File: src/rtl/qsr_pkg.sv
package qsr_pkg;
  typedef enum logic [1:0] {
    FR_IDLE  = 2'd0,
    FR_ARMED = 2'd1,
    FR_BODY  = 2'd2
  } fr_state_t;
endpackage

File: src/rtl/qsr_pin_sync.sv
module qsr_pin_sync #(
  parameter int   STAGES  = 2,
  parameter logic RST_VAL = 1'b1
) (
  input  logic clk,
  input  logic rst,
  input  logic pin_i,
  output logic lvl_o,
  output logic rise_o,
  output logic fall_o
);
  logic [STAGES-1:0] chain_q;
  logic              prev_q;

  always_ff @(posedge clk) begin
    if (rst) begin
      chain_q <= {STAGES{RST_VAL}};
      prev_q  <= RST_VAL;
    end else begin
      chain_q <= {chain_q[STAGES-2:0], pin_i};
      prev_q  <= chain_q[STAGES-1];
    end
  end

  assign lvl_o  = chain_q[STAGES-1];
  assign rise_o = chain_q[STAGES-1] & ~prev_q;
  assign fall_o = ~chain_q[STAGES-1] & prev_q;
endmodule

File: src/rtl/qsr_framer.sv
module qsr_framer
  import qsr_pkg::*;
#(
  parameter int DATA_W = 8,
  parameter int ADDR_W = 2
) (
  input  logic              clk,
  input  logic              rst,
  input  logic              scl_lvl,
  input  logic              scl_fall,
  input  logic              sda_lvl,
  input  logic              sda_rise,
  input  logic              sda_fall,
  input  logic              ld_lvl,
  output logic              wr_en_o,
  output logic [ADDR_W-1:0] wr_addr_o,
  output logic [DATA_W-1:0] wr_data_o,
  output logic              ser_o
);
  localparam int PAY_W = ADDR_W + DATA_W;
  localparam int SR_W  = PAY_W + 1;
  localparam int CNT_W = $clog2(SR_W + 1);
  localparam logic [CNT_W-1:0] FULL = CNT_W'(SR_W);

  fr_state_t         st_q, st_d;
  logic [CNT_W-1:0]  cnt_q, cnt_d;
  logic [SR_W-1:0]   sr_q;
  logic              mode3_q;
  logic              commit;
  logic              wr_en_q, ser_q;
  logic [ADDR_W-1:0] wr_addr_q;
  logic [DATA_W-1:0] wr_data_q;

  always_comb begin
    st_d   = st_q;
    cnt_d  = cnt_q;
    commit = 1'b0;
    if (mode3_q) begin
      st_d  = FR_IDLE;
      cnt_d = '0;
    end else begin
      case (st_q)
        FR_IDLE: begin
          if (sda_fall && scl_lvl) st_d = FR_ARMED;
        end
        FR_ARMED: begin
          if (scl_fall) begin
            st_d  = FR_BODY;
            cnt_d = CNT_W'(1);
          end else if (sda_rise && scl_lvl) begin
            st_d = FR_IDLE;
          end
        end
        FR_BODY: begin
          if (scl_fall) begin
            if (cnt_q != FULL) cnt_d = cnt_q + CNT_W'(1);
          end else if (sda_fall && scl_lvl) begin
            st_d = FR_ARMED;
          end else if (sda_rise && scl_lvl) begin
            commit = (cnt_q == FULL);
            st_d   = FR_IDLE;
          end
        end
        default: st_d = FR_IDLE;
      endcase
    end
  end

  always_ff @(posedge clk) begin
    if (rst) begin
      st_q      <= FR_IDLE;
      cnt_q     <= '0;
      sr_q      <= '0;
      mode3_q   <= 1'b0;
      wr_en_q   <= 1'b0;
      wr_addr_q <= '0;
      wr_data_q <= '0;
      ser_q     <= 1'b0;
    end else begin
      st_q  <= st_d;
      cnt_q <= cnt_d;
      if (!ld_lvl) mode3_q <= 1'b1;
      if (scl_fall)
        sr_q <= {sr_q[SR_W-2:0], (st_q == FR_ARMED) ? 1'b0 : sda_lvl};
      wr_en_q   <= ~ld_lvl | commit;
      wr_addr_q <= sr_q[PAY_W-1 -: ADDR_W];
      wr_data_q <= sr_q[DATA_W-1:0];
      ser_q     <= mode3_q ? sr_q[PAY_W-1] : sr_q[SR_W-1];
    end
  end

  assign wr_en_o   = wr_en_q;
  assign wr_addr_o = wr_addr_q;
  assign wr_data_o = wr_data_q;
  assign ser_o     = ser_q;

  assert_shift_order_R1: assert property (@(posedge clk) disable iff (rst)
    (scl_fall && st_q != FR_ARMED) |=> (sr_q[0] == $past(sda_lvl)));

  assert_start_opens_R5: assert property (@(posedge clk) disable iff (rst)
    (!mode3_q && st_q == FR_ARMED && scl_fall) |=> (st_q == FR_BODY && cnt_q == CNT_W'(1)));

  assert_short_drop_R7: assert property (@(posedge clk) disable iff (rst)
    (!mode3_q && ld_lvl && st_q == FR_BODY && !scl_fall && !sda_fall && sda_rise && scl_lvl && cnt_q != FULL)
      |=> !wr_en_q);

  assert_mode_sticky_R8: assert property (@(posedge clk) disable iff (rst)
    mode3_q |=> mode3_q);
endmodule

File: src/rtl/qsr_regbank.sv
module qsr_regbank #(
  parameter int DATA_W = 8,
  parameter int ADDR_W = 2
) (
  input  logic                           clk,
  input  logic                           rst,
  input  logic                           wr_en,
  input  logic [ADDR_W-1:0]              wr_addr,
  input  logic [DATA_W-1:0]              wr_data,
  input  logic                           ld_all_lvl,
  output logic [(1<<ADDR_W)*DATA_W-1:0]  out_o
);
  localparam int NCH = 1 << ADDR_W;

  logic [NCH-1:0][DATA_W-1:0] stage_q;
  logic [NCH-1:0][DATA_W-1:0] out_q;

  always_ff @(posedge clk) begin
    if (rst) begin
      stage_q <= '0;
      out_q   <= '0;
    end else begin
      if (wr_en) stage_q[wr_addr] <= wr_data;
      if (!ld_all_lvl) out_q <= stage_q;
    end
  end

  assign out_o = out_q;

  assert_stage_hold_R3: assert property (@(posedge clk) disable iff (rst)
    !wr_en |=> $stable(stage_q));

  assert_out_hold_R4: assert property (@(posedge clk) disable iff (rst)
    ld_all_lvl |=> $stable(out_q));
endmodule

File: src/rtl/quad_serial_loader.sv
module quad_serial_loader #(
  parameter int DATA_W      = 8,
  parameter int ADDR_W      = 2,
  parameter int SYNC_STAGES = 2
) (
  input  logic                          clk,
  input  logic                          rst,
  input  logic                          scl_i,
  input  logic                          sda_i,
  input  logic                          load_n_i,
  input  logic                          load_all_n_i,
  output logic                          ser_o,
  output logic [(1<<ADDR_W)*DATA_W-1:0] chan_o
);
  localparam int NPIN = 4;

  logic [NPIN-1:0] pins, lvl, rise, fall;
  logic              wr_en;
  logic [ADDR_W-1:0] wr_addr;
  logic [DATA_W-1:0] wr_data;

  assign pins = {load_all_n_i, load_n_i, sda_i, scl_i};

  for (genvar p = 0; p < NPIN; p++) begin : g_sync
    qsr_pin_sync #(.STAGES(SYNC_STAGES), .RST_VAL(1'b1)) u_sync (
      .clk    (clk),
      .rst    (rst),
      .pin_i  (pins[p]),
      .lvl_o  (lvl[p]),
      .rise_o (rise[p]),
      .fall_o (fall[p])
    );
  end

  qsr_framer #(.DATA_W(DATA_W), .ADDR_W(ADDR_W)) u_framer (
    .clk       (clk),
    .rst       (rst),
    .scl_lvl   (lvl[0]),
    .scl_fall  (fall[0]),
    .sda_lvl   (lvl[1]),
    .sda_rise  (rise[1]),
    .sda_fall  (fall[1]),
    .ld_lvl    (lvl[2]),
    .wr_en_o   (wr_en),
    .wr_addr_o (wr_addr),
    .wr_data_o (wr_data),
    .ser_o     (ser_o)
  );

  qsr_regbank #(.DATA_W(DATA_W), .ADDR_W(ADDR_W)) u_bank (
    .clk        (clk),
    .rst        (rst),
    .wr_en      (wr_en),
    .wr_addr    (wr_addr),
    .wr_data    (wr_data),
    .ld_all_lvl (lvl[3]),
    .out_o      (chan_o)
  );
endmodule

File: config.mk
export PLATFORM = sky130hd
export DESIGN_NAME = quad_serial_loader
export DESIGN_NICKNAME = d
export VERILOG_FILES = /design/src/rtl/qsr_pkg.sv /design/src/rtl/qsr_pin_sync.sv /design/src/rtl/qsr_framer.sv /design/src/rtl/qsr_regbank.sv /design/src/rtl/quad_serial_loader.sv
export SDC_FILE = /design/constraint.sdc
export NUM_CORES = 1
export LEC_CHECK = 0
export BUFFER_PORTS_ARGS = -buffer_cell sky130_fd_sc_hd__buf_2
export CORE_MARGIN = 1.5
export CORE_UTILIZATION = 64
export CTS_BUF_LIST = sky130_fd_sc_hd__clkbuf_8
export DETAILED_ROUTE_END_ITERATION = 6
export GPL_ROUTABILITY_DRIVEN = 0
export PLACE_DENSITY_LB_ADDON = 0.12
export SKIP_LAST_GASP = 1
export SLEW_MARGIN = 10
export SYNTH_ARGS = -nofsm -noshare
export SYNTH_HDL_FRONTEND = slang
export SYNTH_SLANG_ARGS = --single-unit
File: constraint.sdc
create_clock -name clk -period 3.4 [get_ports clk]
set_clock_uncertainty 0.05 [all_clocks]
set_input_delay 0.68 -clock clk [delete_from_list [all_inputs] [get_ports clk]]
set_output_delay 0.68 -clock clk [all_outputs]
set_load 0.05 [all_outputs]
Word level (Yosys, flattened, before mapping):

Cells that the tools add are included.

* $mul: 0
* multiplexer cells: 20
* bitwise logic cells: 8
* order comparisons: 2
* shifts and indexed selects: 0
* reductions and logical operators: 8
* div/mod/pow operators: 0
* equality and inequality tests: 9
* $add $sub $neg: 1

Operator list (number)
* $bwmux 32: 1
* $demux 8 s2: 1
* $mux 4: 3
* $mux 2: 5
* $mux 8: 1
* $pmux 4 s2: 1
* $mux 1: 7
* $ne 2x2->1 const B: 3
* $pmux 2 s3: 1
* $add 4x1->4 const B: 1
* $eq 4x4->1 const B: 1
* $ne 2x1->1 const B: 2
* $ne 4x4->1 const B: 1
* $not 1->1: 4
* $reduce_and 4->1: 1
* $and 1x1->1: 3
* $logic_and 1x1->1: 3
* $lt 2x3->1 const B: 1
* $eq 2x1->1 const B: 1
* $eq 2x2->1 const B: 1
* $ge 2x1->1 const B: 1
* $logic_not 2->1: 1
* $reduce_and 2->1: 1
* $reduce_bool 2->1: 1
* 2 further kinds: 2

* ROM bits: 0
* logic and storage cells: 70
* memory bits (writable): 0
* output and inout bits: 33
* memories: 0
* register bits: 104
* latch bits: 0
* input bits: 6

Depth between registers and ports, before layout:

Gate-level depths: netlist of the first run.

* word-level depth: 9
* depth in mapped cells: 6
* gate-level depth less buffers: 5

By module:

A second synthesis of the first run with hierarchy kept.

* cells, all modules: 365
* area, all modules: 3923.8 µm²

By module, submodules not included
* qsr_regbank: cells each 222, area each 2417.3 µm², seq. area each 1281.2 µm², times used 1
* qsr_framer: cells each 111, area each 1136.1 µm², seq. area each 600.6 µm², times used 1
* qsr_pin_sync: cells each 8, area each 92.6 µm², seq. area each 60.1 µm², times used 4

Least setup slack after synthesis of the first run:

Ideal clock, no wire load.

* kind: input-to-reg
* start: input rst
* end: register g_sync[3].u_sync.chain_q[1]
* setup slack: 1.792 ns
* data required time: 3.227 ns
* path buffers: 3
* cell stages on the path: 4
* arrival time: 1.435 ns
* path through: buf_2 > buf_2 > buf_2 > or2_2

RTL lines
* start, declared: line quad_serial_loader.sv:7 `input logic rst,`
* end signal, assigned: line qsr_pin_sync.sv:17 `chain_q <= {STAGES{RST_VAL}};`
* end signal, assigned: line qsr_pin_sync.sv:20 `chain_q <= {chain_q[STAGES-2:0], pin_i};`
* end, declared: line qsr_pin_sync.sv:12 `logic [STAGES-1:0] chain_q;`

No word-level cell between the ends.

==> results of run 1 <==
-- Yosys cell counts, drive strengths merged --
library cell / number
and4bb: 2
a21oi: 11
ha: 1
nand3: 8
a31oi: 1
nand3b: 4
mux2i: 65
clkbuf: 3
or3: 2
buf: 17
nor2: 67
nand2: 5
o21ai: 5
nand2b: 2
inv: 2
nor2b: 13
and2: 1
nor4: 1
dfxtp: 104
o22a: 9
a41oi: 1
nor3b: 1
and2b: 1
or2: 12
-- power by group --
group / internal (mW) / total [mW] / switching, mW / leakage [nW]
combinational: 0.0256 / 0.0560 / 0.0304 / 1.02
clock: 0.357 / 0.751 / 0.394 / 0.103
sequential: 1.23 / 1.25 / 0.0199 / 0.841
total: 1.62 / 2.06 / 0.444 / 1.96
-- final cells by class --
| class | count | area share (%) |
|---|---|---|
| tap | 72 | 2.25 |
| timing repair buffer | 40 | 5.13 |
| multi-input combinational | 212 | 35.5 |
| inverter | 2 | 0.188 |
| clock inverter | 6 | 1.50 |
| sequential | 104 | 52.0 |
| clock buffer | 10 | 3.44 |
-- worst register-to-register path, stage by stage (launching register included) --
cell and delay [ns]:
sky130_fd_sc_hd__dfxtp_1 0.37, sky130_fd_sc_hd__nor3b_1 0.79, sky130_fd_sc_hd__buf_4 0.29, sky130_fd_sc_hd__mux2i_1 0.19, sky130_fd_sc_hd__nor2_1 0.06
-- layer usage --
metal / track usage (%) / wire length (um) / up-vias
li1: - / - / 1205
met1: 26.5 / 2810 / 1124
met2: 35.3 / 2880 / 36
met3: 3.95 / 161 / 11
met4: 11.3 / 123 / 0
met5: 0 / 0 / -
-- kinds of logic (layout without fill, tap and decap cells) --
family	after synthesis	in the layout
buffers and inverters	22	58
AND/OR/NAND/NOR	119	119
flip-flops	104	104
multiplexers	65	65
adder cells (fa/ha/maj)	1	1
AO/OA/AOI/OAI	27	27
-- flip-flops by register name (all words and copies together) (netlist names) --
signal / flops
u_framer.sr_q: 11
g_sync.u_sync.prev_q: 2
g_sync.u_sync.chain_q: 8
u_framer.ser_o: 1
u_framer.wr_en_o: 1
u_framer.wr_data_o: 8
u_framer.cnt_q: 4
u_framer.wr_addr_o: 2
u_bank.stage_q: 32
u_framer.mode3_q: 1
u_framer.st_q: 2
u_bank.out_o: 32
-- stage by stage --
step           utilization (%)  setup slack [ns]
2_1_floorplan                -              1.79
3_3_place_gp              69.5              1.30
3_5_place_dp              69.5              1.29
4_1_cts                   73.2              1.47
5_1_grt                   73.2              1.41
6_report                  73.2              1.52
-- worst max-delay path by stage --
| stage | startpoint | endpoint | slack (ns) | cells after the start |
|---|---|---|---|---|
| after floorplan | rst | g_sync[3].u_sync.chain_q[1] | 1.79 | 4 |
| after global routing | u_framer.wr_en_o | u_bank.stage_q[0] | 1.41 | 4 |
| after CTS | u_framer.wr_en_o | u_bank.stage_q[0] | 1.47 | 4 |
| after global placement | rst | u_bank.out_o[21] | 1.30 | 3 |
| after detailed placement | rst | u_bank.out_o[29] | 1.29 | 3 |
| final | u_framer.wr_en_o | u_bank.stage_q[0] | 1.52 | 4 |
==> metrics.txt, run 1 <==
# TYPE chip_impl_metric gauge
chip_impl_metric{name="critical_path_required",unit="ns"} 3.57
chip_impl_metric{name="antenna_violations_before_repair",unit=""} 0
chip_impl_metric{name="synth_compound_area_share",unit="%"} 4.93
chip_impl_metric{name="yosys.area_share.simple",unit="%"} 16.1
chip_impl_metric{name="antenna_violating_nets_post_route",unit=""} 0
chip_impl_metric{name="worst_slew_pin_slew",unit="ns"} 0.983
chip_impl_metric{name="die_h",unit="um"} 78.1
chip_impl_info{name="cts_tree",value="built"} 1
chip_impl_metric{name="cts_inserted_buffers",unit=""} 9
chip_impl_metric{name="global_route.usage.total",unit="%"} 21.3
chip_impl_metric{name="global_route.overflow_total",unit=""} 0
chip_impl_metric{name="path_buf_inv",unit=""} 1
chip_impl_metric{name="net_count_of_the_mapped_netlist",unit=""} 345
chip_impl_metric{name="post_synth_instance_area",unit="um^2"} 3600
chip_impl_metric{name="nFillCells",unit=""} 432
chip_impl_metric{name="leakagePower",unit="nW"} 1.97
chip_impl_metric{name="yosysUniqueCellTypes",unit=""} 31
chip_impl_metric{name="pin_count",unit=""} 39
chip_impl_metric{name="synthAdderAreaFrac",unit="%"} 0.347
chip_impl_metric{name="cts.sinks",unit=""} 104
chip_impl_metric{name="post_cts.repair.setup_buffers",unit=""} 0
chip_impl_metric{name="routed_wire_length_per_instance",unit="um"} 13.4
chip_impl_info{name="synth_top_family_by_area",value="multiplexers"} 1
chip_impl_info{name="mostFrequentLayoutCell",value="sky130_fd_sc_hd__dfxtp_1"} 1
chip_impl_metric{name="holdPathStages",unit=""} 1
chip_impl_metric{name="vias_per_cell",unit=""} 5.33
chip_impl_info{name="hold_path_class",value="reg2reg"} 1
chip_impl_metric{name="synth-xor-area-share",unit="%"} 0
chip_impl_metric{name="buffer_depth_of_the_longest_clock_path",unit=""} 2
chip_impl_metric{name="netlist_instances",unit=""} 338
chip_impl_info{name="critical_path.endpoint_type",value="register"} 1
chip_impl_metric{name="layoutNonFillerInstCount",unit=""} 446
chip_impl_metric{name="clkSlewWorstSetupHoldPaths",unit="ns"} 0.09
chip_impl_metric{name="grt_max_degree",unit=""} 49
chip_impl_metric{name="detailed_place.area",unit="um^2"} 3810
chip_impl_metric{name="drt-pass1-iter-count",unit=""} 4
chip_impl_metric{name="drt_drc_violations_left",unit=""} 0
chip_impl_metric{name="layout_cells_sized_above_1",unit="%"} 19.0
chip_impl_metric{name="synth.yosys.warnings",unit=""} 0
chip_impl_metric{name="area_delta_synth_final",unit="%"} 11.1
chip_impl_metric{name="period_share",unit="%"} 55.3
chip_impl_metric{name="totalNegativeSetupSlack",unit="ns"} 0
chip_impl_metric{name="finalCriticalPeriod",unit="ns"} 1.88
chip_impl_metric{name="rr_worst_depth",unit=""} 4
chip_impl_info{name="holdCritStartpoint",value="g_sync[3].u_sync.chain_q[0]"} 1
chip_impl_info{name="timing.rr.start",value="u_framer.wr_en_o"} 1
chip_impl_metric{name="routed-via-count",unit=""} 2376
chip_impl_metric{name="worst-path-max-fanout",unit=""} 5
chip_impl_info{name="critical_path_class",value="reg2reg"} 1
chip_impl_metric{name="core",unit="um^2"} 5470
chip_impl_metric{name="placement_rows",unit=""} 27
chip_impl_metric{name="numPlacedInstances",unit=""} 430
chip_impl_metric{name="max_clock_freq",unit="MHz"} 532
chip_impl_metric{name="synth-seq-cells",unit=""} 104
chip_impl_info{name="run_status",value="finished, final reports clean"} 1
chip_impl_info{name="critPathTopFamily",value="simple AND/OR/NAND/NOR gates"} 1
chip_impl_metric{name="nets_finish",unit=""} 376
chip_impl_metric{name="cap_violations",unit=""} 0
chip_impl_metric{name="drt-total-wl",unit="um"} 5970
chip_impl_metric{name="arrival",unit="ns"} 2.05
chip_impl_info{name="worst_hold_end",value="g_sync[3].u_sync.chain_q[1]"} 1
chip_impl_metric{name="place_hpwl",unit="um"} 3950
chip_impl_metric{name="fp.dieW",unit="um"} 78.1
chip_impl_info{name="yosys.area.top_type",value="sky130_fd_sc_hd__dfxtp_1"} 1
chip_impl_metric{name="drt_iter0_markers",unit=""} 104
chip_impl_metric{name="grt_pass1_wl",unit="um"} 10100
chip_impl_metric{name="portBuffers",unit=""} 38
chip_impl_info{name="timing.critical_path.cells",value="nor3b_1, buf_4, mux2i_1, nor2_1"} 1
chip_impl_metric{name="synth.top_cell.area_share",unit="%"} 57.8
chip_impl_metric{name="total_power",unit="mW"} 2.06
chip_impl_metric{name="diodes",unit=""} 0
chip_impl_metric{name="ir_drop",unit="mV"} 0.296
chip_impl_metric{name="final-seq-area",unit="um^2"} 2080
chip_impl_metric{name="multi_input_comb_area",unit="um^2"} 1420
chip_impl_metric{name="floorplan.initialDensity",unit="%"} 65.9
chip_impl_metric{name="post_cts.resized_instances",unit=""} 0
chip_impl_metric{name="synth.avg_cell_area",unit="um^2"} 10.7
chip_impl_info{name="cts.root.buffer_cell",value="sky130_fd_sc_hd__clkbuf_8"} 1
chip_impl_metric{name="final_design_area_no_fill",unit="um^2"} 4000
chip_impl_metric{name="timing.final.max_slew_violations",unit=""} 0
chip_impl_metric{name="worst-r2r-setup-slack",unit="ns"} 1.52
chip_impl_info{name="slowest_stage",value="sky130_fd_sc_hd__nor3b_1"} 1
chip_impl_metric{name="cts.hold.buffers_added",unit=""} 0
chip_impl_info{name="category_of_the_worst_setup_path_launch_point",value="register"} 1
chip_impl_metric{name="power.density_cell_area",unit="nW/um^2"} 515
chip_impl_metric{name="finalHoldWorstSlack",unit="ns"} 0.370
chip_impl_info{name="layout.cells.most_common_list",value="103 x sky130_fd_sc_hd__dfxtp_1, 66 x sky130_fd_sc_hd__nor2_1, 65 x sky130_fd_sc_hd__mux2i_1, 38 x sky130_fd_sc_hd__buf_2, 13 x sky130_fd_sc_hd__nor2b_1"} 1
chip_impl_metric{name="cts_htree_levels",unit=""} 3
chip_impl_metric{name="finalSetupViolCount",unit=""} 0
chip_impl_info{name="rr_endpoint",value="u_bank.stage_q[0]"} 1
chip_impl_metric{name="timing.final.hold_violations",unit=""} 0
chip_impl_metric{name="synth.area.mux_share",unit="%"} 18.0
chip_impl_metric{name="die_area",unit="um^2"} 6090
chip_impl_info{name="synth_area_leaders",value="sky130_fd_sc_hd__dfxtp_1 58%, sky130_fd_sc_hd__mux2i_1 18%, sky130_fd_sc_hd__nor2_1 6.9%, sky130_fd_sc_hd__nor2b_1 2.3%, sky130_fd_sc_hd__o22a_1 2.2%"} 1
chip_impl_metric{name="sequential_share_of_the_synthesized_area",unit="%"} 57.8
chip_impl_metric{name="clock_insertion_delay_worst_skew",unit="ns"} 0.36
chip_impl_metric{name="slowest_delay",unit="ns"} 0.79
chip_impl_info{name="rsz_0062_raised_after_global_routing",value="false"} 1
chip_impl_metric{name="slew_headroom",unit="%"} 34.4
chip_impl_metric{name="grt_pass1_vias",unit=""} 2231
Note: power is estimated with default switching activity, not from simulation.
==> inputs of run 2 (changes only) <==
- ABC_AREA: default -> 1
- CORE_UTILIZATION: 64 -> 60
- clock period: 3.4 -> 1.8 ns (I/O delays scaled with it)
==> run 2 against run 1 <==
Compared with the run above: non-clock buffer count increased by 1; routed wire length increased by 4.9%; highest routed layer unchanged; combinational power grew to 6.1 times the previous value; count of clock-buffer cells in the layout up 1; critical path type unchanged; hold slack lost 0.23 ns; setup slack got worse by 1.2 ns; maximum frequency rose by 24%.
==> metrics.txt, run 2 <==
# TYPE chip_impl_metric gauge
chip_impl_metric{name="die_area",unit="um^2"} 6460
chip_impl_metric{name="critical_path_required",unit="ns"} 1.99
chip_impl_metric{name="routed-via-count",unit=""} 2667
chip_impl_metric{name="worst_slew_pin_slew",unit="ns"} 0.483
chip_impl_metric{name="grt_pass1_wl",unit="um"} 10400
chip_impl_metric{name="post_cts.repair.setup_buffers",unit=""} 0
chip_impl_metric{name="post-route-util",unit="%"} 68.2
chip_impl_metric{name="yosysUniqueCellTypes",unit=""} 25
chip_impl_metric{name="clock_insertion_delay_worst_skew",unit="ns"} 0.35
chip_impl_metric{name="max_clock_freq",unit="MHz"} 659
chip_impl_metric{name="nFillCells",unit=""} 496
chip_impl_metric{name="vias_per_cell",unit=""} 5.02
chip_impl_metric{name="placement_rows",unit=""} 28
chip_impl_metric{name="drt_drc_violations_left",unit=""} 0
chip_impl_metric{name="timing.final.max_slew_violations",unit=""} 0
chip_impl_metric{name="antenna_violations_before_repair",unit=""} 0
chip_impl_metric{name="floorplan.initialDensity",unit="%"} 61.4
chip_impl_metric{name="cts_htree_levels",unit=""} 3
chip_impl_metric{name="die_h",unit="um"} 80.4
chip_impl_metric{name="grt_pass1_vias",unit=""} 2297
chip_impl_info{name="cts_tree",value="built"} 1
chip_impl_metric{name="synth-seq-cells",unit=""} 104
chip_impl_info{name="yosys.area.top_type",value="sky130_fd_sc_hd__dfxtp_1"} 1
chip_impl_metric{name="net_count_of_the_mapped_netlist",unit=""} 426
chip_impl_info{name="critical_path_class",value="reg2reg"} 1
chip_impl_metric{name="worst-path-max-fanout",unit=""} 26
chip_impl_metric{name="drt-pass1-iter-count",unit=""} 5
chip_impl_metric{name="cts.hold.buffers_added",unit=""} 0
chip_impl_metric{name="detailed_place.area",unit="um^2"} 3810
chip_impl_metric{name="global_route.overflow_total",unit=""} 0
chip_impl_info{name="layout.cells.most_common_list",value="104 x sky130_fd_sc_hd__dfxtp_1, 81 x sky130_fd_sc_hd__nor2_1, 73 x sky130_fd_sc_hd__o21ai_0, 49 x sky130_fd_sc_hd__a21oi_1"} 1
chip_impl_metric{name="power.density_cell_area",unit="nW/um^2"} 1020
chip_impl_info{name="timing.critical_path.cells",value="inv_2, buf_12, o21ai_0, a21oi_1"} 1
chip_impl_info{name="category_of_the_worst_setup_path_launch_point",value="register"} 1
chip_impl_metric{name="slowest_delay",unit="ns"} 0.63
chip_impl_metric{name="antenna_violating_nets_post_route",unit=""} 0
chip_impl_metric{name="diodes",unit=""} 0
chip_impl_metric{name="layout_cells_sized_above_1",unit="%"} 17.8
chip_impl_metric{name="core",unit="um^2"} 5850
chip_impl_metric{name="cts_inserted_buffers",unit=""} 9
chip_impl_metric{name="post_synth_instance_area",unit="um^2"} 3590
chip_impl_metric{name="routed_wire_length_per_instance",unit="um"} 11.8
chip_impl_metric{name="grt_max_degree",unit=""} 60
chip_impl_info{name="post_synth_most_frequent_cells",value="104 x sky130_fd_sc_hd__dfxtp_1, 81 x sky130_fd_sc_hd__nor2_1, 73 x sky130_fd_sc_hd__o21ai_0"} 1
chip_impl_metric{name="leakagePower",unit="nW"} 1.64
chip_impl_metric{name="area_delta_synth_final",unit="%"} 11.0
chip_impl_info{name="run_status",value="finished, final reports clean"} 1
chip_impl_metric{name="drt-total-wl",unit="um"} 6260
chip_impl_metric{name="portBuffers",unit=""} 38
chip_impl_info{name="hold_path_class",value="in2reg"} 1
chip_impl_metric{name="final_design_area_no_fill",unit="um^2"} 3990
chip_impl_metric{name="slew_headroom",unit="%"} 67.7
chip_impl_metric{name="clkSlewWorstSetupHoldPaths",unit="ns"} 0.09
chip_impl_metric{name="global_route.usage.total",unit="%"} 21.1
chip_impl_metric{name="finalSetupViolCount",unit=""} 0
chip_impl_info{name="critical_path.endpoint_type",value="register"} 1
chip_impl_metric{name="synth.avg_cell_area",unit="um^2"} 8.58
chip_impl_info{name="yosys.cell_count.top_type",value="sky130_fd_sc_hd__dfxtp_1"} 1
chip_impl_metric{name="cap_violations",unit=""} 0
chip_impl_metric{name="fp.dieW",unit="um"} 80.4
chip_impl_info{name="synth_area_leaders",value="sky130_fd_sc_hd__dfxtp_1 58%, sky130_fd_sc_hd__o21ai_0 10%, sky130_fd_sc_hd__nor2_1 8.5%, sky130_fd_sc_hd__a21oi_1 6.8%, sky130_fd_sc_hd__inv_1 3.9%"} 1
chip_impl_metric{name="synth.top_cell.area_share",unit="%"} 57.9
chip_impl_metric{name="drt_iter0_markers",unit=""} 117
chip_impl_metric{name="layoutNonFillerInstCount",unit=""} 531
chip_impl_info{name="rsz_0062_raised_after_global_routing",value="false"} 1
chip_impl_info{name="mostFrequentLayoutCell",value="sky130_fd_sc_hd__dfxtp_1"} 1
chip_impl_metric{name="period_share",unit="%"} 84.3
chip_impl_info{name="cts.root.buffer_cell",value="sky130_fd_sc_hd__clkbuf_8"} 1
chip_impl_info{name="critPathTopFamily",value="flip-flops"} 1
chip_impl_metric{name="totalNegativeSetupSlack",unit="ns"} 0
chip_impl_metric{name="path_buf_inv",unit=""} 2
chip_impl_metric{name="sequential_share_of_the_synthesized_area",unit="%"} 57.9
chip_impl_metric{name="finalCriticalPeriod",unit="ns"} 1.52
chip_impl_metric{name="postSynth.asyncResetShare",unit="%"} 0
chip_impl_metric{name="buffer_depth_of_the_longest_clock_path",unit=""} 2
chip_impl_info{name="yosys_most_used_dff",value="sky130_fd_sc_hd__dfxtp_1"} 1
chip_impl_metric{name="arrival",unit="ns"} 1.71
chip_impl_metric{name="timing.final.hold_violations",unit=""} 0
chip_impl_metric{name="synth_edf_count",unit=""} 0
chip_impl_metric{name="synth.yosys.warnings",unit=""} 0
chip_impl_metric{name="post_cts.resized_instances",unit=""} 0
chip_impl_metric{name="ir_drop",unit="mV"} 0.617
chip_impl_metric{name="place_hpwl",unit="um"} 4190
chip_impl_metric{name="netlist_instances",unit=""} 419
chip_impl_metric{name="numPlacedInstances",unit=""} 515
chip_impl_metric{name="nets_finish",unit=""} 458
chip_impl_info{name="slowest_stage",value="sky130_fd_sc_hd__dfxtp_1"} 1
chip_impl_metric{name="pin_count",unit=""} 39
chip_impl_metric{name="cts.sinks",unit=""} 104
run 2: worst paths after layout:
kind / start / end / slack, ns / cells after the start
worst min register to register: g_sync[3].u_sync.chain_q[0] / g_sync[3].u_sync.chain_q[1] / 0.36 / 1
worst min-delay path: sda_i / g_sync[1].u_sync.chain_q[0] / 0.14 / 2
worst max register to register: g_sync[3].u_sync.chain_q[1] / u_bank.out_o[20] / 0.28 / 4
worst max-delay path: g_sync[3].u_sync.chain_q[1] / u_bank.out_o[20] / 0.28 / 4
run 2: cells by family after synthesis:
logic type	Yosys count	synth area share (%)
AOI/OAI and AO/OA	128	18.0
xor gates and xnor gates	1	0.244
adders and majority gates	1	0.348
buffers and inverters	64	7.97
DFF	104	57.9
and+or+nand+nor	121	15.5
run 2: layout make-up:
class	instances	area, um^2	share of cell area, %
clock buffer	11	151	3.79
inverter	44	168	4.20
multi-input combinational	251	1220	30.7
sequential	104	2080	52.2
timing repair buffer	41	238	5.96
clock inverter	5	32.5	0.815
tap	75	93.8	2.35
run 2: per-stage QoR:
step	power (mW)	hold slack [ns]	setup WS, ns
floorplan	2.74	0.339	0.690
global placement	2.81	0.342	0.379
detailed placement	2.82	0.348	0.335
CTS	4.12	0.123	0.297
global route	4.26	0.125	0.110
finish	4.08	0.138	0.283
run 2: power breakdown:
group / internal [mW] / total [mW] / switching, mW
Combinational: 0.0927 / 0.344 / 0.251
Sequential: 2.37 / 2.42 / 0.0444
Clock: 0.574 / 1.32 / 0.742
Total: 3.04 / 4.08 / 1.04
run 2: routing by layer:
metal	vias up	wire, um	GRT usage, %
li1	1420	-	-
met1	1197	3170	26.7
met2	45	2840	34.4
met3	5	204	5.80
met4	0	44	7.24
met5	-	0	0
